==> config.mk <==
export PLATFORM = sky130hd
export DESIGN_NAME = region_maint_engine
export DESIGN_NICKNAME = d
export VERILOG_FILES = /design/src/rtl/rme_pkg.sv /design/src/rtl/rme_opdec.sv /design/src/rtl/rme_regs.sv /design/src/rtl/rme_walker.sv /design/src/rtl/region_maint_engine.sv
export SDC_FILE = /design/constraint.sdc
export NUM_CORES = 1
export LEC_CHECK = 0
export CAP_MARGIN = 20
export CORE_MARGIN = 5
export CORE_UTILIZATION = 23
export DETAILED_ROUTE_END_ITERATION = 7
export PLACE_DENSITY = 0.4
export SYNTH_ARGS = -nofsm -noshare
export SYNTH_HDL_FRONTEND = slang
export SYNTH_SLANG_ARGS = --single-unit
==> constraint.sdc <==
create_clock -name clk -period 2.7 [get_ports clk]
set_clock_uncertainty 0.05 [all_clocks]
set_input_delay 0.405 -clock clk [delete_from_list [all_inputs] [get_ports clk]]
set_output_delay 0.405 -clock clk [all_outputs]
set_load 0.01 [all_outputs]
==> src/rtl/rme_pkg.sv <==
package rme_pkg;
   localparam logic [11:0] RA_CFG   = 12'h901;
   localparam logic [11:0] RA_CTRL  = 12'h903;
   localparam logic [11:0] RA_FFLSH = 12'h904;
   localparam logic [11:0] RA_FINV  = 12'h905;
   localparam logic [11:0] RA_START = 12'h914;
   localparam logic [11:0] RA_END   = 12'h916;

   localparam int CB_DIS  = 0;
   localparam int CB_MODE = 6;
   localparam int CB_BUSY = 8;
   localparam int CB_CODE = 9;

   typedef struct packed {
      logic inv;
      logic wb;
   } line_op_t;
endpackage

==> src/rtl/rme_opdec.sv <==
module rme_opdec
   import rme_pkg::*;
(
   input  logic [2:0] code,
   input  logic       mode,
   output line_op_t   op
);
   always_comb begin
      if (!code[0]) begin
         op.wb  = 1'b1;
         op.inv = 1'b0;
      end else begin
         op.wb  = mode;
         op.inv = 1'b1;
      end
   end
endmodule

==> src/rtl/rme_regs.sv <==
module rme_regs
   import rme_pkg::*;
#(
   parameter int ADDR_W     = 32,
   parameter int LINE_BYTES = 64,
   parameter int CAP_CODE   = 2,
   localparam int OFF_W     = $clog2(LINE_BYTES),
   localparam int LW        = ADDR_W - OFF_W
)(
   input  logic          clk,
   input  logic          rst_n,
   input  logic          we,
   input  logic [11:0]   addr,
   input  logic [31:0]   wdata,
   input  logic          busy,
   output logic [31:0]   rdata,
   output logic          trig,
   output logic [LW-1:0] trig_line,
   output logic [LW-1:0] end_line,
   output logic [2:0]    code,
   output logic          mode,
   output logic          dis
);
   logic [LW-1:0] start_q, end_q;
   logic          ls_field;
   logic [31:0]   cfg_word;

   if (LINE_BYTES == 128) begin : g_ls128
      assign ls_field = 1'b0;
   end else begin : g_ls64
      assign ls_field = 1'b1;
   end

   assign cfg_word  = {27'b0, ls_field, 4'(CAP_CODE)};
   assign trig_line = wdata[ADDR_W-1:OFF_W];
   assign trig      = we && (addr == RA_START) && !busy;
   assign end_line  = end_q;

   always_ff @(posedge clk) begin
      if (!rst_n) begin
         start_q <= '0;
         end_q   <= '0;
         code    <= '0;
         mode    <= 1'b0;
         dis     <= 1'b0;
      end else if (we && !busy) begin
         case (addr)
            RA_START: start_q <= trig_line;
            RA_END:   end_q   <= wdata[ADDR_W-1:OFF_W];
            RA_CTRL: begin
               dis  <= wdata[CB_DIS];
               mode <= wdata[CB_MODE];
               code <= wdata[CB_CODE+2:CB_CODE];
            end
            default: ;
         endcase
      end
   end

   always_comb begin
      case (addr)
         RA_CFG:   rdata = cfg_word;
         RA_CTRL:  rdata = {20'b0, code, busy, 1'b0, mode, 5'b0, dis};
         RA_START: rdata = 32'({start_q, {OFF_W{1'b0}}});
         RA_END:   rdata = 32'({end_q, {OFF_W{1'b0}}});
         default:  rdata = '0;
      endcase
   end
endmodule

==> src/rtl/rme_walker.sv <==
module rme_walker
   import rme_pkg::*;
#(
   parameter int LW = 26
)(
   input  logic          clk,
   input  logic          rst_n,
   input  logic          trig,
   input  logic [LW-1:0] trig_line,
   input  logic [LW-1:0] end_line,
   input  line_op_t      op_in,
   input  logic          ack,
   output logic          busy,
   output logic [LW-1:0] cur_line,
   output line_op_t      op_q
);
   logic [LW-1:0] last_line;

   always_ff @(posedge clk) begin
      if (!rst_n) begin
         busy      <= 1'b0;
         cur_line  <= '0;
         last_line <= '0;
         op_q      <= '0;
      end else if (!busy) begin
         if (trig) begin
            busy      <= 1'b1;
            cur_line  <= trig_line;
            last_line <= end_line;
            op_q      <= op_in;
         end
      end else if (ack) begin
         if (cur_line >= last_line) busy <= 1'b0;
         else cur_line <= cur_line + 1'b1;
      end
   end
endmodule

==> src/rtl/region_maint_engine.sv <==
module region_maint_engine
   import rme_pkg::*;
#(
   parameter int ADDR_W     = 32,
   parameter int LINE_BYTES = 64,
   parameter int CAP_CODE   = 2
)(
   input  logic              clk,
   input  logic              rst_n,
   input  logic              reg_we,
   input  logic [11:0]       reg_addr,
   input  logic [31:0]       reg_wdata,
   output logic [31:0]       reg_rdata,
   output logic              line_req,
   output logic [ADDR_W-1:0] line_addr,
   output logic [1:0]        line_op,
   input  logic              line_ack,
   output logic              cache_off
);
   localparam int OFF_W = $clog2(LINE_BYTES);
   localparam int LW    = ADDR_W - OFF_W;

   if (LINE_BYTES != 64 && LINE_BYTES != 128) begin : g_bad_line
      $error("LINE_BYTES must be 64 or 128");
   end
   if (ADDR_W > 32 || ADDR_W <= OFF_W) begin : g_bad_addr
      $error("ADDR_W out of range");
   end
   if (CAP_CODE < 0 || CAP_CODE > 15) begin : g_bad_cap
      $error("CAP_CODE must fit in four bits");
   end

   logic          busy, trig, mode;
   logic [2:0]    code;
   logic [LW-1:0] trig_line, end_line, cur_line;
   line_op_t      op_dec, op_q;

   rme_regs #(.ADDR_W(ADDR_W), .LINE_BYTES(LINE_BYTES), .CAP_CODE(CAP_CODE)) u_regs (
      .clk(clk), .rst_n(rst_n), .we(reg_we), .addr(reg_addr), .wdata(reg_wdata),
      .busy(busy), .rdata(reg_rdata), .trig(trig), .trig_line(trig_line),
      .end_line(end_line), .code(code), .mode(mode), .dis(cache_off)
   );

   rme_opdec u_dec (.code(code), .mode(mode), .op(op_dec));

   rme_walker #(.LW(LW)) u_walk (
      .clk(clk), .rst_n(rst_n), .trig(trig), .trig_line(trig_line),
      .end_line(end_line), .op_in(op_dec), .ack(line_ack),
      .busy(busy), .cur_line(cur_line), .op_q(op_q)
   );

   assign line_req  = busy;
   assign line_addr = {cur_line, {OFF_W{1'b0}}};
   assign line_op   = busy ? op_q : 2'b00;
endmodule

# Yosys cells after proc, flatten, opt, wreduce, memory -nomap -nowiden
# Cells that the tools add are included.
dict set report totals {
  reg_bits 112
  latch_bits 0
  mem_bits_rw 0
  rom_bits 0
  in_bits 48
  output_inout_bits 68
  word_cells 40
  memories 0
}
dict set report op_classes {
  addsub 1
  n_mul 0
  n_div 0
  magnitude_cmp 1
  n_eq_ne 6
  shift 0
  muxes 11
  n_bitwise 1
  n_reduce_logical 10
}
# op count
set ops {}
lappend ops {{one-hot mux 32 bit (4 select lines)} 1}
lappend ops {{2-to-1 mux 26 bit} 4}
lappend ops {{== test 12 bit, second input constant} 4}
lappend ops {{adder 26 x 1 -> 26 bit, second input constant} 1}
lappend ops {{greater-or-equal comparator 26 bit} 1}
lappend ops {{AND reduction 2 bit} 4}
lappend ops {{2-to-1 mux 1 bit} 4}
lappend ops {{2-to-1 mux 2 bit} 2}
lappend ops {{inequality test 2 bit, second input constant} 2}
lappend ops {{logical AND 1 bit} 3}
lappend ops {{AND reduction 3 bit} 1}
lappend ops {{nonzero test 2 bit} 1}
lappend ops {{zero test 1 bit} 1}
lappend ops {{NOT 1 bit} 1}

# Depth between registers and ports, before layout
# Gate-level depths: netlist of run 1.
dict set report depth {
  depth_word 5
  ltp_mapped 10
  depth_no_buf 8
}

# Cells and area by module
# From an unflattened synthesis of run 1, not the netlist that was laid out.
dict set report unflattened {
  hier_cells 770
  area_unflattened_um2 6491.2
}
# module instances cells_per_inst area_each_um2 seq_area_each_um2
set by_module_without_submodules {}
lappend by_module_without_submodules {rme_walker 1 432 3509.6 1101.1}
lappend by_module_without_submodules {rme_regs 1 327 2906.5 1141.1}
lappend by_module_without_submodules {region_maint_engine 1 9 61.3 0.0}
lappend by_module_without_submodules {rme_opdec 1 2 13.8 0.0}

# Worst setup path before layout of run 1
# Ideal clock, no wire load.
dict set report synth_path {
  kind {reg2reg}
  startpoint {register u_walk.cur_line[0]}
  endpoint {register u_walk.cur_line[18]}
  setup_time_ns 0.133
  arrival_ns 2.178
  t_required_ns 2.517
  setup_slack_ns 0.339
  path_stages_with_launch 10
  path_buffers 1
  synth_period_minus_slack_ns 2.361
  path_cell_list {dfxtp_1 > inv_1 > ha_1 > nand2b_1 > a21o_1 > a221oi_2 > o21ai_1 > buf_2 > a221oi_1 > o32ai_1}
}
dict set report synth_via {
  elab_chain_cells 4
  word_cells_on_any_way 7
  cone_classes {1 x add/sub; 1 x order compare; 1 x eq/ne; 3 x mux; 1 x reduce/logical}
}
# item line
set synth_rtl {}
lappend synth_rtl {{start: declaration} rme_walker.sv:14} ;# output logic [LW-1:0] cur_line,
lappend synth_rtl {{start signal: assignment} rme_walker.sv:28} ;# cur_line <= trig_line;
lappend synth_rtl {{start signal: assignment} rme_walker.sv:34} ;# else cur_line <= cur_line + 1'b1;
lappend synth_rtl {{adder 26 x 1 -> 26 bit} rme_walker.sv:34}
lappend synth_rtl {{2-to-1 mux 26 bit} rme_walker.sv:33} ;# if (cur_line >= last_line) busy <= 1'b0;
lappend synth_rtl {{2-to-1 mux 26 bit} rme_walker.sv:32} ;# end else if (ack) begin
lappend synth_rtl {{2-to-1 mux 26 bit} rme_walker.sv:25} ;# end else if (!busy) begin
# Parallel ways exist; a longest one is shown, timed or not. The select of a mux whose other input is x is not followed.
# A chain may end at the register's enable or synchronous reset.

# Worst setup path after layout of run 1
dict set report layout_path {
  startpoint {input port reg_addr[10]}
  endpoint {output port reg_rdata[17]}
}
dict set report layout_via {
  elab_chain_cells 2
  word_cells_on_any_way 5
  cone_classes {4 x eq/ne; 1 x mux}
}
# item line
set layout_rtl {}
lappend layout_rtl {{start: declaration} region_maint_engine.sv:11} ;# input logic [11:0] reg_addr,
lappend layout_rtl {{== test 12 bit} rme_regs.sv:61} ;# case (addr)
lappend layout_rtl {{one-hot mux 32 bit (4 select lines) *} rme_regs.sv:61}
lappend layout_rtl {{end: declaration} region_maint_engine.sv:13} ;# output logic [31:0] reg_rdata,
# Mark *: on every way between the ends. The rest lies on a longest branch, timed or not.

==> results of run 1 <==
==> area by class of cell <==
type / instances / area [µm²]
Tap cell: 335 / 419
Clock inverter: 7 / 56.3
Timing Repair Buffer: 177 / 1680
Multi-Input combinational cell: 583 / 3500
Inverter: 32 / 120
Clock buffer: 9 / 225
Sequential cell: 112 / 2240
Fill cell: 2858 / 17900
==> layer usage <==
metal  up-vias  routed length (µm)
li1       2996                   -
met1      2787               11600
met2       120                9400
met3        14                 884
met4         0                 280
met5         -                   0
==> power groups by stage <==
stage          logic [W]  registers (W)  clock network, W
6_report        0.000201        0.00165           0.00134
5_1_grt         0.000215        0.00165           0.00145
3_5_place_dp    0.000202        0.00169                 0
4_1_cts         0.000202        0.00165           0.00138
2_1_floorplan  0.0000842        0.00169                 0
3_3_place_gp    0.000203        0.00169                 0
==> through the flow <==
step / setup TNS, ns / total power [W] / utilization [%] / area [µm²]
4_1_cts: 0 / 0.00323 / 31.2 / 8170
3_5_place_dp: -1.24 / 0.00189 / 30.2 / 7890
5_1_grt: -0.142 / 0.00331 / 31.6 / 8250
3_3_place_gp: -1.05 / 0.00189 / 30.2 / 7890
6_report: 0 / 0.00319 / 31.6 / 8250
2_1_floorplan: 0 / 0.00177 / - / 6150
==> repair_timing <==
item / CTS / global route
gates resized for setup: 11 / 25
pin swaps: 2 / 4
setup buffers: 0 / 2
endpoints found under the setup margin: 29 / 26
cloned: 0 / 0
==> layout by cell type, fill, tap and decap left out, types with 4 or more instances in the layout <==
cell / count
a211oi_1: 5
a21oi_1: 101
a221oi_1: 11
a22o_1: 11
and3_1: 7
and4_1: 6
buf_12: 5
buf_4: 70
clkbuf_16: 9
clkdlybuf4s15_1: 4
clkdlybuf4s50_1: 74
conb_1: 9
dfxtp_1: 110
dlygate4sd2_1: 6
dlymetal6s2s_1: 16
ha_1: 27
inv_1: 31
mux2i_1: 28
nand2_1: 197
nand3_1: 9
nand4_1: 9
nor2_1: 49
nor2b_1: 6
nor3_1: 7
nor4_1: 4
o21ai_0: 7
o21ai_1: 4
o221a_2: 12
o22ai_1: 4
o32ai_1: 8
==> state kept, by name, summed over array words and instances, names as in the netlist <==
| signal | flops |
|---|---|
| u_regs.dis | 1 |
| u_regs.mode | 1 |
| u_regs.end_line | 26 |
| u_walk.last_line | 26 |
| u_regs.code | 3 |
| u_walk.cur_line | 26 |
| u_walk.busy | 1 |
| u_regs.start_q | 26 |
| u_walk.op_q | 2 |
==> path summary, 6_finish.rpt <==
kind	start	to	slack [ns]
max reg2reg	u_walk.cur_line[0]	u_walk.cur_line[12]	0.17
min reg2reg	u_regs.start_q[20]	u_regs.start_q[20]	0.40
min	u_regs.start_q[20]	u_regs.start_q[20]	0.40
max	reg_addr[10]	reg_rdata[17]	0.04
==> worst max-delay path, delay by kind of cell <==
| family | cells | cell delay (ns) |
|---|---|---|
| buffers and inverters | 4 | 1.23 |
| and+or+nand+nor | 3 | 0.54 |
==> logic make-up (layout without fill, tap and decap cells) <==
family,Yosys count,after routing,share of synthesized area [%]
simple gates,320,320,23.8
compound gates,198,198,22.2
flops,112,112,36.6
buf+inv,96,225,6.95
mux,29,29,4.76
fa+ha+maj,27,27,5.52
other cells,1,9,0.0613
==> qor.csv, run 1 <==
metric,value,unit
status,finished clean,
p_int,0.00238,W
seq_area_frac_synth,36.6,%
crit_chain,clkdlybuf4s50_1 -> and4bb_2 -> buf_4 -> nand3_2 -> buf_8 -> nor2_1 -> clkdlybuf4s50_1,
ys_types,71,
yosys-top-cells-area,"dfxtp_1 37%, nand2_1 12%, a21oi_1 8.3%",
ys_async_sr_fraction,0,%
synth_common_cells,"198 x nand2_1, 112 x dfxtp_1, 101 x a21oi_1",
drive_gt1_share,14.5,%
io_buffers,101,
drc_errors,0,
cts_max_level,3,
busiest_layer,met1,
synthCells,783,
groute.usage.overall,14.7,%
cpMaxStageDelayCell,clkdlybuf4s50_1,
place_inst,1237,
max-slew-margin-rel,58.1,%
postRouteAntennaNets,0,
placementRows,59,
grt_pass1_wl,35000,µm
dr_total_vias,5917,
crit_top_cell,clkdlybuf4s50_1,
arrival,2.20,ns
r2r_cells,9,
cts-buffers-inserted,9,
antenna_found_initial,0,
ir_worst_vdd,0.000249,V
finalCritPeriodShare,98.3,%
yosysMostFrequentCell,nand2_1,
die_area,30000,µm²
crit_type,in2out,
die_h,173,µm
synth_edf_count,0,
crit_required,2.25,ns
cts_hold_buffers,0,
p_sw_share,25.5,%
grt.met1_usage,22.1,%
hold_violations,0,
yosys_register_bits,112,
initial_core_util,23.4,%
yosys_warnings,0,
setup.worst_path.end_class,output port,
grt_max_degree,48,
maxCapViolCount,0,
worstSkewPairLatency,0.36,ns
setup_viol,0,
cts_root_buf,clkbuf_16,
diodes,0,
synth_area,6120,µm²
hpwl,16600,µm
hold_class,reg2reg,
synth_top_area_share,36.6,%
dr.pass1.iters,4,
avgViaCountPerCell,4.71,
cts.reportedPaths.clkPinSlew,0.08,ns
synth_ff_type,dfxtp_1,
p_switching,0.000815,W
stdcell_count,1255,
drv_slew,0,
leakage,3.18,nW
use_met3,2.10,%
core-area,26100,µm²
combPwrFrac,6.3,%
sequentialPowerShare,51.7,%
critical_path.max_fanout,19,
cts_tree,built,
pin_count,116,
wl,22200,µm
grt_setup_unrepaired,yes,
area_delta_synth_final,34.8,%
whs,0.402,ns
die_w,173,µm
cellPowerDensity,387,nW/µm²
gr-total-overflow,0,
grt_pass1_vias,5875,
hold_depth,2,
start_kind,primary input,
yosysTopAreaCell,dfxtp_1,
grt_use_met2,22.0,%
drtIter0Drc,481,
place_ws,-0.141,ns
syn_area_per_cell,7.82,µm²
period_needed,2.66,ns
p_clk_share,42.0,%
fin_ws,0.0447,ns
fmax,377,MHz
clkSinkCount,112,
gp_congestion,0.767,
worst_slew_pin_slew,0.623,ns
cpPeakStageDelay,0.54,ns
nets,990,
cts_max_path_buffers,2,
wl_per_cell,17.7,µm
Power figures use the tool's default switching activity.
==> inputs of run 2 (changes only) <==
- CORE_MARGIN: 5 -> 2
- SKIP_CTS_REPAIR_TIMING: not set -> 1
==> run 2 against run 1 <==
  * Combinational power about the same
  * Via count fell by 0.12%
  * Sequential cell count stayed put
  * Worst setup slack gained 0.15 ns
  * Routed wire length fell by 3.0%
  * Critical path depth is 3 higher
  * Final area grew 0.70%
  * Largest cell class unchanged
==> qor.csv, run 2 (synthesized netlist as in run 1, its figures left out) <==
metric,value,unit,change
status,finished clean,,
drive_gt1_share,14.4,%,-0.093 points
crit_required,2.90,ns,+0.65 ns
die_w,167,µm,-3.5%
leakage,3.40,nW,+7.1%
cts_root_buf,clkbuf_16,,
die_area,27900,µm²,-6.8%
cts.reportedPaths.clkPinSlew,0.08,ns,about the same
die_h,167,µm,-3.5%
postLayoutCellArea,8310,µm²,+0.70%
critPathBufInv,3,,-1
n_fill_cell,2833,,-0.87%
dr_total_vias,5910,,-0.12%
final_common_cell,nand2_1,,
gr-total-overflow,0,,unchanged
cpPeakStageDelay,0.39,ns,-0.15 ns
fmax,400,MHz,+6.1%
cpMaxStageDelayCell,dfxtp_1,,
hold_class,reg2reg,,
hpwl,16100,µm,-3.0%
critical_path.max_fanout,9,,-10
crit_top_cell,buf_4,,
cts-buffers-inserted,9,,unchanged
start_kind,flop,,
diodes,0,,unchanged
setup.worst_path.end_class,flop,,
gp_congestion,0.749,,-2.3%
cts_max_path_buffers,2,,unchanged
final_cell_mix,"197 x nand2_1, 111 x dfxtp_1, 101 x a21oi_1, 71 x clkdlybuf4s50_1, 70 x buf_4",,
worst_slew_pin_slew,0.547,ns,-0.0761 ns
finalPower,0.00340,W,+6.6%
initial_core_util,23.5,%,+0.066 points
finalCritPeriodShare,92.7,%,-5.7 points
crit_type,reg2reg,,
regArea,2240,µm²,about the same
cts_max_level,3,,unchanged
worstSkewPairLatency,0.35,ns,about the same
ir_worst_vdd,0.000244,V,-2.1%
wl_per_cell,17.2,µm,-2.9%
avgViaCountPerCell,4.71,,about the same
grt_max_degree,39,,-19%
cp_top_family,compound AO/OA/AOI/OAI gates,,
arrival,2.70,ns,+0.50 ns
postRouteAntennaNets,0,,unchanged
dr.pass1.iters,4,,unchanged
placementRows,59,,unchanged
drc_errors,0,,unchanged
clkSinkCount,112,,unchanged
period_needed,2.50,ns,-0.153 ns
whs,0.401,ns,-0.000729 ns
groute.usage.overall,15.3,%,+0.61 points
maxCapViolCount,0,,unchanged
grt_pass1_wl,33700,µm,-3.8%
cellPowerDensity,410,nW/µm²,+5.8%
cts_tree,built,,
area_delta_synth_final,35.7,%,
max-slew-margin-rel,63.5,%,+5.4 points
grt_pass1_vias,5762,,-1.9%
core-area,26100,µm²,-0.28%
multi_input_area,3490,µm²,-0.43%
drv_slew,0,,unchanged
drtIter0Drc,378,,-21%
antenna_found_initial,0,,unchanged
crit_chain,inv_1 -> ha_1 -> a21oi_1 -> o21ai_0 -> a221oi_1 -> buf_4 -> o22a_2 -> o21ai_2 -> buf_4 -> o221a_2,,
setup_viol,0,,unchanged
io_buffers,101,,unchanged
place_area,7880,µm²,-0.16%
nets,989,,-0.10%
hold_violations,0,,unchanged
pin_count,116,,unchanged
wl,21500,µm,-3.0%
## run 2: changes by cell type in the layout (fill, tap and decap cells not counted), moves of 2 or more
cell,before,now
bufinv_16,0,2
clkbuf_8,0,2
clkdlybuf4s15_1,4,0
clkdlybuf4s50_1,74,71
clkinvlp_4,3,0
dlygate4sd2_1,6,0
dlymetal6s2s_1,16,29
## run 2: per-stage QoR
stage               setup WS, ns  setup TNS, ns  instances  utilization, %
finish                     0.197              0       1254            31.9
global route             -0.0121        -0.0121       1254            31.9
CTS                       -0.159          -2.04       1253            31.5
detailed placement        -0.159          -2.60       1237            30.2
global placement          -0.148          -2.29       1237            30.2
floorplan                  0.339              0        791               -
## run 2: worst register-to-register path, cell delays in order, from the launching register on
cell	delay, ns
dfxtp_1	0.39
inv_1	0.06
ha_1	0.30
a21oi_1	0.14
o21ai_0	0.15
a221oi_1	0.37
buf_4	0.18
o22a_2	0.18
o21ai_2	0.09
buf_4	0.19
o221a_2	0.30
## run 2: final cells by class
class                           instances  area share (%)
Multi-Input combinational cell        583            42.0
Sequential cell                       112            27.0
Timing Repair Buffer                  176            20.4
Tap cell                              335            5.05
Clock buffer                           11            3.04
Inverter                               32            1.45
Clock inverter                          5            1.04
## run 2: report_power, final
group	switching (W)	internal, W	leakage [nW]	total [W]
logic	0.000113	0.0000902	2.34	0.000204
registers	0.0000000594	0.00165	0.902	0.00165
clock network	0.000675	0.000873	0.166	0.00155
## run 2: worst paths after layout
kind	start	to	slack, ns	depth (start not counted)
hold reg to reg	u_walk.last_line[22]	u_walk.last_line[22]	0.40	2
setup reg to reg	u_walk.last_line[13]	u_walk.cur_line[17]	0.20	10
hold / removal	u_walk.last_line[22]	u_walk.last_line[22]	0.40	2
setup / recovery	u_walk.last_line[13]	u_walk.cur_line[17]	0.20	10
## run 2: per-layer routing
layer / GRT usage (%) / vias to the layer above / wire [µm]
li1: - / 2998 / -
met1: 23.7 / 2777 / 11400
met2: 22.4 / 121 / 9120
met3: 2.13 / 14 / 810
met4: 3.34 / 0 / 239
met5: 0 / - / 0
==> inputs of run 3 (changes only) <==
- RECOVER_POWER: not set -> 50
==> run 3 against run 2 <==
  * Sequential cell count did not move
  * Utilization barely moved
  * First-iteration DRC count did not move
  * Clock power barely moved
  * Cell count did not move
  * Routed wire length is essentially flat
  * Critical path type is now in2out
==> qor.csv, run 3 (synthesized netlist as in run 1, its figures left out) <==
metric,value,unit,change
status,finished clean,,
groute.usage.overall,15.3,%,unchanged
die_area,27900,µm²,unchanged
drtIter0Drc,378,,unchanged
crit_chain,clkdlybuf4s50_1 -> nor4_4 -> and4_1 -> clkbuf_1 -> a22o_1 -> a22o_1 -> dlymetal6s2s_1,,
crit_top_cell,a22o_1,,
finalCritPeriodShare,96.4,%,+3.7 points
start_kind,primary input,,
setup.worst_path.end_class,output port,,
gp_congestion,0.749,,unchanged
final_common_cell,nand2_1,,
wl_per_cell,17.2,µm,about the same
n_fill_cell,2833,,unchanged
period_needed,2.60,ns,+0.0999 ns
grt_pass1_wl,33700,µm,unchanged
fmax,384,MHz,-3.8%
cts.reportedPaths.clkPinSlew,0.08,ns,about the same
crit_type,in2out,,
dr.pass1.iters,4,,unchanged
nets,989,,unchanged
io_buffers,101,,unchanged
avgViaCountPerCell,4.71,,unchanged
die_h,167,µm,unchanged
setup_viol,0,,unchanged
rr_startpoint,u_walk.last_line[13],,
critical_path.max_fanout,8,,-1
fin_ws,0.0975,ns,-0.0999 ns
place_ws,-0.159,ns,unchanged
hp-start,u_walk.last_line[22],,
wl,21500,µm,about the same
drive_gt1_share,14.3,%,-0.11 points
area_delta_synth_final,35.6,%,about the same
max-slew-margin-rel,63.5,%,unchanged
placementRows,59,,unchanged
whs,0.401,ns,unchanged
cts_max_level,3,,unchanged
gr-total-overflow,0,,unchanged
cts_tree,built,,
hpwl,16100,µm,unchanged
hold_class,reg2reg,,
arrival,2.15,ns,-0.55 ns
leakage,3.50,nW,+2.7%
antenna_found_initial,0,,unchanged
ir_worst_vdd,0.000244,V,about the same
drc_errors,0,,unchanged
core-area,26100,µm²,unchanged
initial_core_util,23.5,%,unchanged
die_w,167,µm,unchanged
worstSkewPairLatency,0.35,ns,about the same
crit_start,reg_addr[6],,
clkSinkCount,112,,unchanged
postRouteAntennaNets,0,,unchanged
multi_input_area,3490,µm²,unchanged
cpMaxStageDelayCell,clkdlybuf4s50_1,,
critPathBufInv,3,,unchanged
cpPeakStageDelay,0.44,ns,+0.05 ns
cellPowerDensity,410,nW/µm²,about the same
cts-buffers-inserted,9,,unchanged
cts_root_buf,clkbuf_16,,
hold_violations,0,,unchanged
grt_pass1_vias,5762,,unchanged
drv_slew,0,,unchanged
final_cell_mix,"197 x nand2_1, 111 x dfxtp_1, 101 x a21oi_1, 69 x buf_4, 49 x nor2_1",,
cp_top_family,buffers and inverters,,
grt_max_degree,39,,unchanged
dr_total_vias,5910,,unchanged
crit_required,2.25,ns,-0.65 ns
cts_max_path_buffers,2,,unchanged
diodes,0,,unchanged
regArea,2240,µm²,unchanged
maxCapViolCount,0,,unchanged
pin_count,116,,unchanged
worst_slew_pin_slew,0.547,ns,unchanged
run 3: path summary, 6_finish.rpt:
path	to	slack, ns	depth (start not counted)
worst max-delay path	reg_rdata[6]	0.1	7
worst max register to register	u_walk.cur_line[17]	0.20	10
worst min-delay path	u_walk.last_line[22]	0.40	2
worst min register to register	u_walk.last_line[22]	0.40	2
run 3: report_power, final:
| group | leakage [nW] | switching (W) | internal, W |
|---|---|---|---|
| clock | 0.166 | 0.000675 | 0.000873 |
| combinational | 2.43 | 0.000113 | 0.0000902 |
| sequential | 0.902 | 0.0000000593 | 0.00165 |
| total | 3.50 | 0.000789 | 0.00261 |
run 3: layer usage:
metal	wire length, µm	part of all wire [%]	GRT usage [%]
met1	11400	53	23.7
met2	9120	42	22.4
met4	239	1.1	3.34
met3	810	3.8	2.13
met5	0	0	0
run 3: final cells by class:
type | instances | share of cell area, %
Inverter | 32 | 1.45
Timing Repair Buffer | 176 | 20.4
Clock buffer | 11 | 3.04
Clock inverter | 5 | 1.04
Tap cell | 335 | 5.05
Multi-Input combinational cell | 583 | 42.0
Sequential cell | 112 | 27.0
run 3: worst reg2reg max path, stage by stage (launching register included):
cell	delay, ns
dfxtp_1	0.39
inv_1	0.06
ha_1	0.30
a21oi_1	0.14
o21ai_0	0.15
a221oi_1	0.37
buf_4	0.18
o22a_2	0.18
o21ai_2	0.09
buf_4	0.19
o221a_2	0.30
run 3: per-stage QoR:
step           area [µm²]  std cells  TNS [ns]  util, %  power, W
6_report             8300       1254         0     31.9   0.00340
5_1_grt              8300       1254   -0.0199     31.9   0.00352
4_1_cts              8220       1253     -2.04     31.5   0.00345
3_5_place_dp         7880       1237     -2.60     30.2   0.00189
3_3_place_gp         7880       1237     -2.29     30.2   0.00189
2_1_floorplan        6150        791         0        -   0.00177
